==> config.mk <==
export PLATFORM = sky130hd
export DESIGN_NAME = slot_xbar_seq
export DESIGN_NICKNAME = d
export VERILOG_FILES = /design/src/rtl/sxs_pkg.sv /design/src/rtl/sxs_slot_ctl.sv /design/src/rtl/sxs_match.sv /design/src/rtl/sxs_voq_cnt.sv /design/src/rtl/slot_xbar_seq.sv
export SDC_FILE = /design/constraint.sdc
export NUM_CORES = 1
export LEC_CHECK = 0
export BUFFER_PORTS_ARGS = -buffer_cell sky130_fd_sc_hd__buf_2
export CORE_ASPECT_RATIO = 1.5
export CORE_UTILIZATION = 33
export CTS_CLUSTER_DIAMETER = 100
export DETAILED_ROUTE_END_ITERATION = 8
export GPL_ROUTABILITY_DRIVEN = 0
export HOLD_SLACK_MARGIN = 0.02
export PLACE_DENSITY = 0.63
export SLEW_MARGIN = 20
export SYNTH_ARGS = -nofsm -noshare
export SYNTH_HDL_FRONTEND = slang
export SYNTH_SLANG_ARGS = --single-unit
==> constraint.sdc <==
create_clock -name clk_i -period 10.2 [get_ports clk_i]
set_input_delay 0 -clock clk_i [delete_from_list [all_inputs] [get_ports clk_i]]
set_output_delay 0 -clock clk_i [all_outputs]
set_load 0.01 [all_outputs]
==> src/rtl/sxs_pkg.sv <==
package sxs_pkg;
  function automatic int unsigned clamp_mode(input int unsigned m, input int unsigned s);
    if (m == 0) return 1;
    if (m > s) return s;
    return m;
  endfunction
endpackage

==> src/rtl/sxs_slot_ctl.sv <==
module sxs_slot_ctl #(
  parameter int N  = 2,
  parameter int S  = 4,
  parameter int IW = 1,
  parameter int MW = 3
) (
  input  logic            clk_i,
  input  logic            rst_ni,
  input  logic            tick_i,
  input  logic [N*IW-1:0] cfg_i,
  input  logic [MW-1:0]   mode_i,
  output logic [N*IW-1:0] cfg_o,
  output logic            active_o,
  output logic            start_o
);
  import sxs_pkg::*;
  localparam int SW = (S > 1) ? $clog2(S) : 1;

  logic [SW-1:0]   slot_q;
  logic [N*IW-1:0] cfg_q;
  logic [MW-1:0]   mode_q, mode_c, mode_eff;
  logic            at_first;

  always_comb begin
    at_first = (slot_q == '0);
    mode_c   = MW'(clamp_mode(32'(mode_i), S));
    mode_eff = at_first ? mode_c : mode_q;
    cfg_o    = at_first ? cfg_i : cfg_q;
    active_o = tick_i && (32'(slot_q) < 32'(mode_eff));
    start_o  = tick_i && at_first;
  end

  always_ff @(posedge clk_i or negedge rst_ni) begin
    if (!rst_ni) begin
      slot_q <= '0;
      cfg_q  <= '0;
      mode_q <= MW'(1);
    end else if (tick_i) begin
      if (32'(slot_q) == S - 1) slot_q <= '0;
      else                      slot_q <= slot_q + 1'b1;
      if (at_first) begin
        cfg_q  <= cfg_i;
        mode_q <= mode_c;
      end
    end
  end

  assert_hold_cfg_R3: assert property (@(posedge clk_i) disable iff (!rst_ni)
    (tick_i && !at_first) |=> ($stable(cfg_q) && $stable(mode_q)));

  assert_first_active_R4: assert property (@(posedge clk_i) disable iff (!rst_ni)
    start_o |-> active_o);

  assert_mode_range_R4: assert property (@(posedge clk_i) disable iff (!rst_ni)
    (32'(mode_q) >= 1) && (32'(mode_q) <= S));

  if (S > 1) begin : g_period
    assert_start_spacing_R2: assert property (@(posedge clk_i) disable iff (!rst_ni)
      start_o |=> !at_first);
  end
endmodule

==> src/rtl/sxs_match.sv <==
module sxs_match #(
  parameter int N  = 2,
  parameter int IW = 1
) (
  input  logic [N*IW-1:0] cfg_i,
  output logic [N*N-1:0]  sel_o
);
  logic [N-1:0] claimed;

  always_comb begin
    claimed = '0;
    sel_o   = '0;
    for (int i = 0; i < N; i++) begin
      int jj;
      jj = int'(cfg_i[i*IW +: IW]);
      if (jj < N) begin
        if (!claimed[jj]) begin
          claimed[jj]     = 1'b1;
          sel_o[i*N + jj] = 1'b1;
        end
      end
    end
  end
endmodule

==> src/rtl/sxs_voq_cnt.sv <==
module sxs_voq_cnt #(
  parameter int CW = 3
) (
  input  logic          clk_i,
  input  logic          rst_ni,
  input  logic          arr_i,
  input  logic          req_i,
  output logic          deq_o,
  output logic [CW-1:0] cnt_o
);
  logic [CW-1:0] cnt_q;

  assign deq_o = req_i && (cnt_q != '0);
  assign cnt_o = cnt_q;

  always_ff @(posedge clk_i or negedge rst_ni) begin
    if (!rst_ni) cnt_q <= '0;
    else begin
      case ({arr_i, deq_o})
        2'b10:   if (cnt_q != '1) cnt_q <= cnt_q + 1'b1;
        2'b01:   cnt_q <= cnt_q - 1'b1;
        default: cnt_q <= cnt_q;
      endcase
    end
  end

  assert_empty_hold_R6: assert property (@(posedge clk_i) disable iff (!rst_ni)
    (cnt_q == '0 && !arr_i) |=> (cnt_q == '0));

  assert_arr_deq_same_R7: assert property (@(posedge clk_i) disable iff (!rst_ni)
    (arr_i && deq_o) |=> $stable(cnt_q));

  assert_no_overflow_R7: assert property (@(posedge clk_i) disable iff (!rst_ni)
    (cnt_q == '1 && arr_i && !req_i) |=> (cnt_q == '1));
endmodule

==> src/rtl/slot_xbar_seq.sv <==
module slot_xbar_seq #(
  parameter int N  = 2,
  parameter int S  = 4,
  parameter int CW = 4,
  parameter int PW = 16,
  localparam int NQ = N * N,
  localparam int IW = (N > 1) ? $clog2(N) : 1,
  localparam int MW = $clog2(S + 1)
) (
  input  logic             clk_i,
  input  logic             rst_ni,
  input  logic             slot_tick_i,
  input  logic [NQ-1:0]    arr_i,
  input  logic [N*IW-1:0]  cfg_i,
  input  logic [MW-1:0]    mode_i,
  output logic [NQ-1:0]    deq_o,
  output logic [NQ*CW-1:0] backlog_o,
  output logic             ss_start_o,
  output logic [PW-1:0]    xfer_cnt_o
);
  logic [N*IW-1:0] cfg_eff;
  logic            active;
  logic [NQ-1:0]   sel;

  sxs_slot_ctl #(.N(N), .S(S), .IW(IW), .MW(MW)) u_ctl (
    .clk_i(clk_i), .rst_ni(rst_ni), .tick_i(slot_tick_i),
    .cfg_i(cfg_i), .mode_i(mode_i),
    .cfg_o(cfg_eff), .active_o(active), .start_o(ss_start_o)
  );

  sxs_match #(.N(N), .IW(IW)) u_match (.cfg_i(cfg_eff), .sel_o(sel));

  for (genvar q = 0; q < NQ; q++) begin : g_voq
    sxs_voq_cnt #(.CW(CW)) u_cnt (
      .clk_i(clk_i), .rst_ni(rst_ni), .arr_i(arr_i[q]),
      .req_i(sel[q] && active), .deq_o(deq_o[q]),
      .cnt_o(backlog_o[q*CW +: CW])
    );
  end

  logic [PW-1:0] xfer_q;
  always_ff @(posedge clk_i or negedge rst_ni) begin
    if (!rst_ni)     xfer_q <= '0;
    else if (active) xfer_q <= xfer_q + 1'b1;
  end
  assign xfer_cnt_o = xfer_q;

  assert_xfer_step_R9: assert property (@(posedge clk_i) disable iff (!rst_ni)
    active |=> (xfer_cnt_o == $past(xfer_cnt_o) + 1'b1));

  assert_xfer_hold_R9: assert property (@(posedge clk_i) disable iff (!rst_ni)
    !active |=> $stable(xfer_cnt_o));

  assert_deq_on_tick_R5: assert property (@(posedge clk_i) disable iff (!rst_ni)
    (deq_o != '0) |-> slot_tick_i);

  for (genvar k = 0; k < N; k++) begin : g_excl
    logic [N-1:0] col, row;
    always_comb begin
      for (int m = 0; m < N; m++) begin
        col[m] = deq_o[m*N + k];
        row[m] = deq_o[k*N + m];
      end
    end
    assert_one_per_output_R8: assert property (@(posedge clk_i) disable iff (!rst_ni)
      $onehot0(col));
    assert_one_per_input_R8: assert property (@(posedge clk_i) disable iff (!rst_ni)
      $onehot0(row));
  end
endmodule

# ---- After elaboration in Yosys (flattened, before gate mapping)
# Cells that the tools add are included.
dict set report word_totals {
  mem_bits_ro 0
  inputBits 12
  regBits 39
  latchBits 0
  n_memories 0
  ramBits 0
}
dict set report classes {
  add_sub_neg 11
  reduce_logical 27
  mul 0
  n_shift 0
  n_bitwise 1
  magnitude_cmp 8
  muxes 30
  eq_ne 17
  n_div 0
}
# operator count
set ops {}
lappend ops {{>= comparator 32 x 1 -> 1 bit, second input constant} 1}
lappend ops {{less-than comparator 32 x 4 -> 1 bit, second input constant} 1}
lappend ops {{one-hot mux 4 bit (2 select lines)} 4}
lappend ops {{two-way mux 4 bit} 5}
lappend ops {{adder 16 x 1 -> 16 bit, second input constant} 1}
lappend ops {{adder 4 x 1 -> 4 bit, second input constant} 4}
lappend ops {{inequality test 4 bit, second input constant} 4}
lappend ops {{nonzero test 4 bit} 4}
lappend ops {{subtractor 4 x 1 -> 4 bit, second input constant} 4}
lappend ops {{logical AND 1 bit} 13}
lappend ops {{two-way mux 3 bit} 4}
lappend ops {{== test 2 bit, second input constant} 5}
lappend ops {{two-way mux 1 bit} 10}
lappend ops {{== test 2 x 1 -> 1 bit, second input constant} 4}
lappend ops {{two-way mux 2 bit} 4}
lappend ops {{inequality test 2 x 1 -> 1 bit, second input constant} 4}
lappend ops {{AND reduction 2 bit} 4}
lappend ops {{nonzero test 2 bit} 4}
lappend ops {{less-than comparator 1 x 2 -> 1 bit, second input constant} 2}
lappend ops {{bitwise OR 4 bit} 1}
lappend ops {{adder 2 x 1 -> 3 bit, first input constant} 1}
lappend ops {{> comparator 3 bit, second input constant} 1}
lappend ops {{zero test 3 bit} 1}
lappend ops {{less-than comparator 1 x 3 -> 1 bit, second input constant} 1}
lappend ops {{other kinds (6)} 7}

# ---- Logic depth before layout (Yosys ltp)
dict set report depth {
  depth_word 15
  mapped_depth 19
}

# ---- By module
# Synthesis repeated with hierarchy kept, for this count alone.
dict set report unflattened {
  hier_cells 211
  area_unflattened_um2 2364.8
}
# module area_each_um2 instances seq_area_each_um2 cells_each
set modules_own_cells {}
lappend modules_own_cells {sxs_voq_cnt 291.5 4 100.1 26}
lappend modules_own_cells {slot_xbar_seq 735.7 1 400.4 61}
lappend modules_own_cells {sxs_slot_ctl 436.7 1 176.4 42}
lappend modules_own_cells {sxs_match 26.3 1 0.0 4}

# ---- Worst setup path after synthesis
# OpenSTA, ideal clock, no wires.
dict set report synth_path {
  path_kind {register -> register}
  from {register u_ctl.slot_q[0]}
  to {register g_voq[3].u_cnt.cnt_q[3]}
  path_stages_with_launch 19
  arrival_time_ns 3.312
  period_less_slack_ns 3.416
  n_path_buf 1
  required_time_ns 10.096
  slack_ns 6.784
  cell_sequence {dfrtp_1 -> inv_1 -> ha_1 -> buf_4 -> mux2i_1 -> ha_1 -> nand2_1 -> nand3b_1 -> o21ai_2 -> nand3_2 -> or2_2 -> inv_1 -> ha_1 -> a21o_1 -> a21oi_1 -> nand2_1 -> nor4_1 -> a311oi_1 -> a221oi_1}
}
dict set report synth_via {
  elab_chain_len 15
}
# item line
set synth_lines {}
lappend synth_lines {{start, declared} sxs_slot_ctl.sv:19} ;# logic [SW-1:0] slot_q;
lappend synth_lines {{start signal, assigned} sxs_slot_ctl.sv:40} ;# else slot_q <= slot_q + 1'b1;
lappend synth_lines {{parallel branches: the longest is 10 deep, another holds >= comparator 32 x 1 -> 1 bit} -}
lappend synth_lines {{logical AND 1 bit (*)} slot_xbar_seq.sv:36} ;# .req_i(sel[q] && active), .deq_o(deq_o[q]),
lappend synth_lines {{logical AND 1 bit (*)} sxs_voq_cnt.sv:13} ;# assign deq_o = req_i && (cnt_q != '0);
lappend synth_lines {{== test 2 bit or == test 2 x 1 -> 1 bit (tied branches)} sxs_voq_cnt.sv:19} ;# case ({arr_i, deq_o})
lappend synth_lines {{inequality test 2 x 1 -> 1 bit (no line) or nonzero test 2 bit (tied branches)} -}
lappend synth_lines {{AND reduction 2 bit (no line)} -}
lappend synth_lines {{end signal, assigned} sxs_voq_cnt.sv:20} ;# 2'b10: if (cnt_q != '1) cnt_q <= cnt_q + 1'b1;
lappend synth_lines {{end signal, assigned} sxs_voq_cnt.sv:21} ;# 2'b01: cnt_q <= cnt_q - 1'b1;
lappend synth_lines {{end signal, assigned} sxs_voq_cnt.sv:22} ;# default: cnt_q <= cnt_q;
lappend synth_lines {{end, declared} sxs_voq_cnt.sv:11} ;# logic [CW-1:0] cnt_q;
# Mark *: on every way between the ends. The select of a mux whose other input is x is not followed.
# A chain may end at the register's enable or synchronous reset.

# ---- Worst setup path in the final report
# Same ends and word-level chain as after synthesis.

==> summary.md <==
| Metric | Value |
|---|---|
| Drt pass-1 iters | `4` |
| Post-synthesis async set-or-reset flop share | `100%` |
| Fin cells | `365` |
| Peak VDD IR | `approximately 0.13 mV` |
| Largest stage delay on the critical path | `a little over 0.4 ns` |
| Initial Util | `between 30% and 40%` |
| H-tree Lvls | `2` |
| WP data required | `10.39 ns` |
| DRT Wirelength | `roughly 5000 um` |
| CTS Buffer Depth | `2` |
| DRC viols | `0` |
| Nets@finish | `roughly 310` |
| Unrepaired setup endpoints after global routing | `false` |
| Max Clock Freq | `approximately 250 MHz` |
| Routed len/inst | `13.6 um` |
| Min cycle time layout | `roughly 4 ns` |
| Placement Cell Area | `roughly 2700 um2` |
| Setup-failing EPs final | `0` |
| Tot GR Track Use | `between 10% and 20%` |
| Synth area leaders | `dfrtp_1 (39%), ha_1 (6.2%), xnor2_1 (5.4%)` |
| Placed insts | `roughly 350` |
| Slew Viols, Final | `0` |
| Sequential element share of the synthesized area | `40.5%` |
| Crit path cell chain | `inv_1 > ha_1 > mux2i_1 > ha_1 > nand2_1 > nand3b_1 > o21ai_2 > nand3_2 > or2_2 > inv_1 > ha_1 > a21o_1 > a21oi_1 > nand2_1 > nor4_1 > a311oi_1 > a221oi_1` |
| CTS tree | `yes` |
| Post-route setup TNS | `0 ns` |
| CTS-repair resized insts | `0` |
| Grt met1 use | `between 10% and 20%` |
| M3 GR Usage | `under 10%` |
| CTS Sinks | `39` |
| Critical Path Source Type | `register` |
| Hold Path Depth | `2` |
| DRT antenna net count | `0` |
| Diodes inserted | `0` |
| Leakage | `~1.4 nW` |
| Core Area | `between 6000 and 7000 um2` |
| PwrDens | `~300 nW/um2` |
| Vias per cell | `a little over 5` |
| Worst setup path class | `reg2reg` |
| Largest area contributor in the netlist | `dfrtp_1` |
| Routing usage on met2 | `about a quarter` |
| Syn-to-layout area delta | `17.1%` |
| Synth warn | `0` |
| Worst Slack Setup Final | `around 6.3 ns` |
| Design area | `between 2000 and 3000 um2` |
| Reg2Reg Launch Point | `u_ctl.slot_q[0]` |
| Layout Skew | `~0.0039 ns` |
| Reg clk slew, reported paths | `~0.08 ns` |
| Slew margin rel. | `a little over two fifths` |
| First-pass GRT wire length | `around 8700 um` |
| Post-DP HPWL | `3840 um` |
| Die Y-Extent | `107 um` |
| Root Buffer | `clkbuf_8` |
| Worst slew pin tran | `between 0.8 and 0.9 ns` |
| Distinct cells, synth | `48` |
| Post-synthesis sequential element count | `39` |
| Vias in the first global route | `~2000` |
| Place WS | `approximately 6.3 ns` |
| Layout cells sized above 1 | `a little over a quarter` |
| Post-synth top area share | `roughly two fifths` |
| CP max stage cell | `dfrtp_1` |
| Cell count after synthesis | `around 230` |
| Synth Net Count | `~260` |
| Hold Crit Class | `in2reg` |
| Avg Cell Area, Syn | `~10 um2` |
| Cell depth of the worst flop-to-flop path | `17` |
| Synth Flop Type | `dfrtp_1` |
| Num CTS Buffers | `5` |
| Total grt overflow | `0` |
| Die width | `just over 70 um` |
| Initial antenna violation count | `0` |
| Clk_lat worst skew | `roughly 0.28 ns` |
| I/O pin count | `between 40 and 50` |
| Largest net degree at the start of global routing | `40` |
| Global routing's busiest layer | `met2` |
| Post-CTS setup buffer count | `0` |
| Maxcap violations | `0` |
| DR iter-0 viols | `47` |
| Hold Path Sink | `g_voq[1].u_cnt.cnt_o[2]` |
| Synthesized area | `2410 um2` |
| Final Hold Fails | `0` |
| Crit share post-route | `38.7%` |
| Worst EP arrival | `slightly above 4 ns` |
| Die ar. | `about 7700 um2` |
| Row count | `37` |
| Outcome | `finished, final reports clean` |
| Crit-path most repeated cell | `ha_1` |
| Crit end category | `register` |
| Worst R2R End | `g_voq[3].u_cnt.cnt_o[3]` |
| Via count | `around 1900` |
| Hold_sp | `arr_i[1]` |
| Port Buffers | `48` |
| Critical-path maximum fanout | `8` |
| R2r setup slk | `approximately 6.3 ns` |
| Number of synthesized flops with an enable pin | `0` |
## worst max-delay path, delay by kind of cell, from the launching register on
family | cells | cell delay, ns
simple gates | 6 | 1.13
mux | 1 | 0.25
flops | 1 | 0.41
buf+inv | 2 | 0.18
fa+ha+maj | 3 | 0.87
compound gates | 5 | 1.01
## report_power, final
group / total [mW] / switching (mW) / internal, mW
registers: 0.293 / 0.0762 / 0.217
clock network: 0.100 / 0.0532 / 0.0468
logic: 0.466 / 0.253 / 0.212
## cells in the final DEF, fill, tap and decap left out, types with 5 or more instances in the layout
cell type      netlist  layout
nand3_1             10      10
nand2_1             22      22
o21ai_0              7       7
mux2i_1              9       9
nand4_1              8       8
xor2_1               9       9
dfrtp_1             38      38
clkbuf_8             0       5
xnor2_1             15      15
mux2_2               8       8
buf_2                0      48
dlygate4sd3_1        0       5
ha_1                12      12
nor2_1               5       5
inv_1               22      22
## how the worst max path moves through the flow
stage / startpoint / endpoint / slack (ns) / depth (start not counted)
finish: u_ctl.slot_q[0] / g_voq[3].u_cnt.cnt_o[3] / 6.25 / 17
global route: u_ctl.slot_q[0] / g_voq[3].u_cnt.cnt_o[3] / 5.97 / 17
CTS: u_ctl.slot_q[0] / g_voq[3].u_cnt.cnt_o[3] / 6.25 / 17
detailed placement: u_ctl.slot_q[0] / g_voq[3].u_cnt.cnt_o[3] / 6.29 / 17
global placement: u_ctl.slot_q[0] / g_voq[3].u_cnt.cnt_o[3] / 6.46 / 17
floorplan: u_ctl.slot_q[0] / g_voq[3].u_cnt.cnt_o[3] / 6.78 / 18
## what timing repair did
| action | in CTS | in global routing |
|---|---|---|
| endpoints found under the setup margin | 0 | 0 |
| hold buffers | 5 | 0 |
| endpoints found under the hold margin | 44 | 0 |
## metrics by stage
step | util [%] | hold WS (ns) | power, mW
global placement | 38.7 | 0.179 | 0.749
CTS | 40.6 | 0.0245 | 0.870
finish | 40.6 | 0.0267 | 0.858
detailed placement | 38.7 | 0.177 | 0.763
global route | 40.6 | 0.0301 | 0.943
floorplan | - | -0.296 | 0.641
## kinds of logic (layout without fill, tap and decap cells)
kind of cell / Yosys count / count (layout) / synth area share (%)
multiplexers: 17 / 17 / 7.47
adder cells (fa/ha/maj): 16 / 16 / 9.55
XOR/XNOR: 24 / 24 / 8.72
AO/OA/AOI/OAI: 38 / 38 / 11.5
AND/OR/NAND/NOR: 69 / 69 / 16.2
flip-flops: 39 / 39 / 40.5
buffers and inverters: 30 / 84 / 6.07
## state kept, by name (all words and copies together) (netlist names)
register,cells
u_ctl.slot_q,2
u_ctl.cfg_q,2
xfer_cnt_o,16
u_ctl.mode_q,3
g_voq.u_cnt.cnt_o,16
## cells in the mapped netlist, types with 2 or more instances
| cell type | count |
|---|---|
| dfrtp_1 | 38 |
| nor4_1 | 3 |
| nor3b_1 | 3 |
| xnor2_1 | 15 |
| inv_1 | 22 |
| a311oi_1 | 2 |
| nor3_2 | 2 |
| fa_1 | 4 |
| o41ai_1 | 2 |
| ha_1 | 12 |
| nor3_4 | 2 |
| nand2_1 | 22 |
| a22oi_1 | 4 |
| nor2b_1 | 2 |
| nand4_1 | 8 |
| o21a_1 | 4 |
| o31ai_1 | 2 |
| nor2_1 | 5 |
| o21ai_0 | 7 |
| xor2_1 | 9 |
| nand3_1 | 10 |
| mux2_2 | 8 |
| mux2i_1 | 9 |
| buf_6 | 2 |
| a21o_1 | 4 |
| a21oi_1 | 3 |
| buf_4 | 5 |
| nor3_1 | 2 |
| and3_1 | 3 |
## per-layer routing
metal | part of all wire, % | up-vias
li1 | - | 923
met1 | 42 | 898
met2 | 53 | 63
met3 | 4.3 | 8
met4 | 1.3 | 0
met5 | 0 | -
## area by class of cell
type	count	area, um2
tap	78	97.6
inverter	23	86.3
timing repair buffer	53	290
clock buffer	5	68.8
multi-input combinational	164	1290
clock inverter	3	15.0
sequential	39	977
fill	708	4120
(Power assumes the default switching activity.)
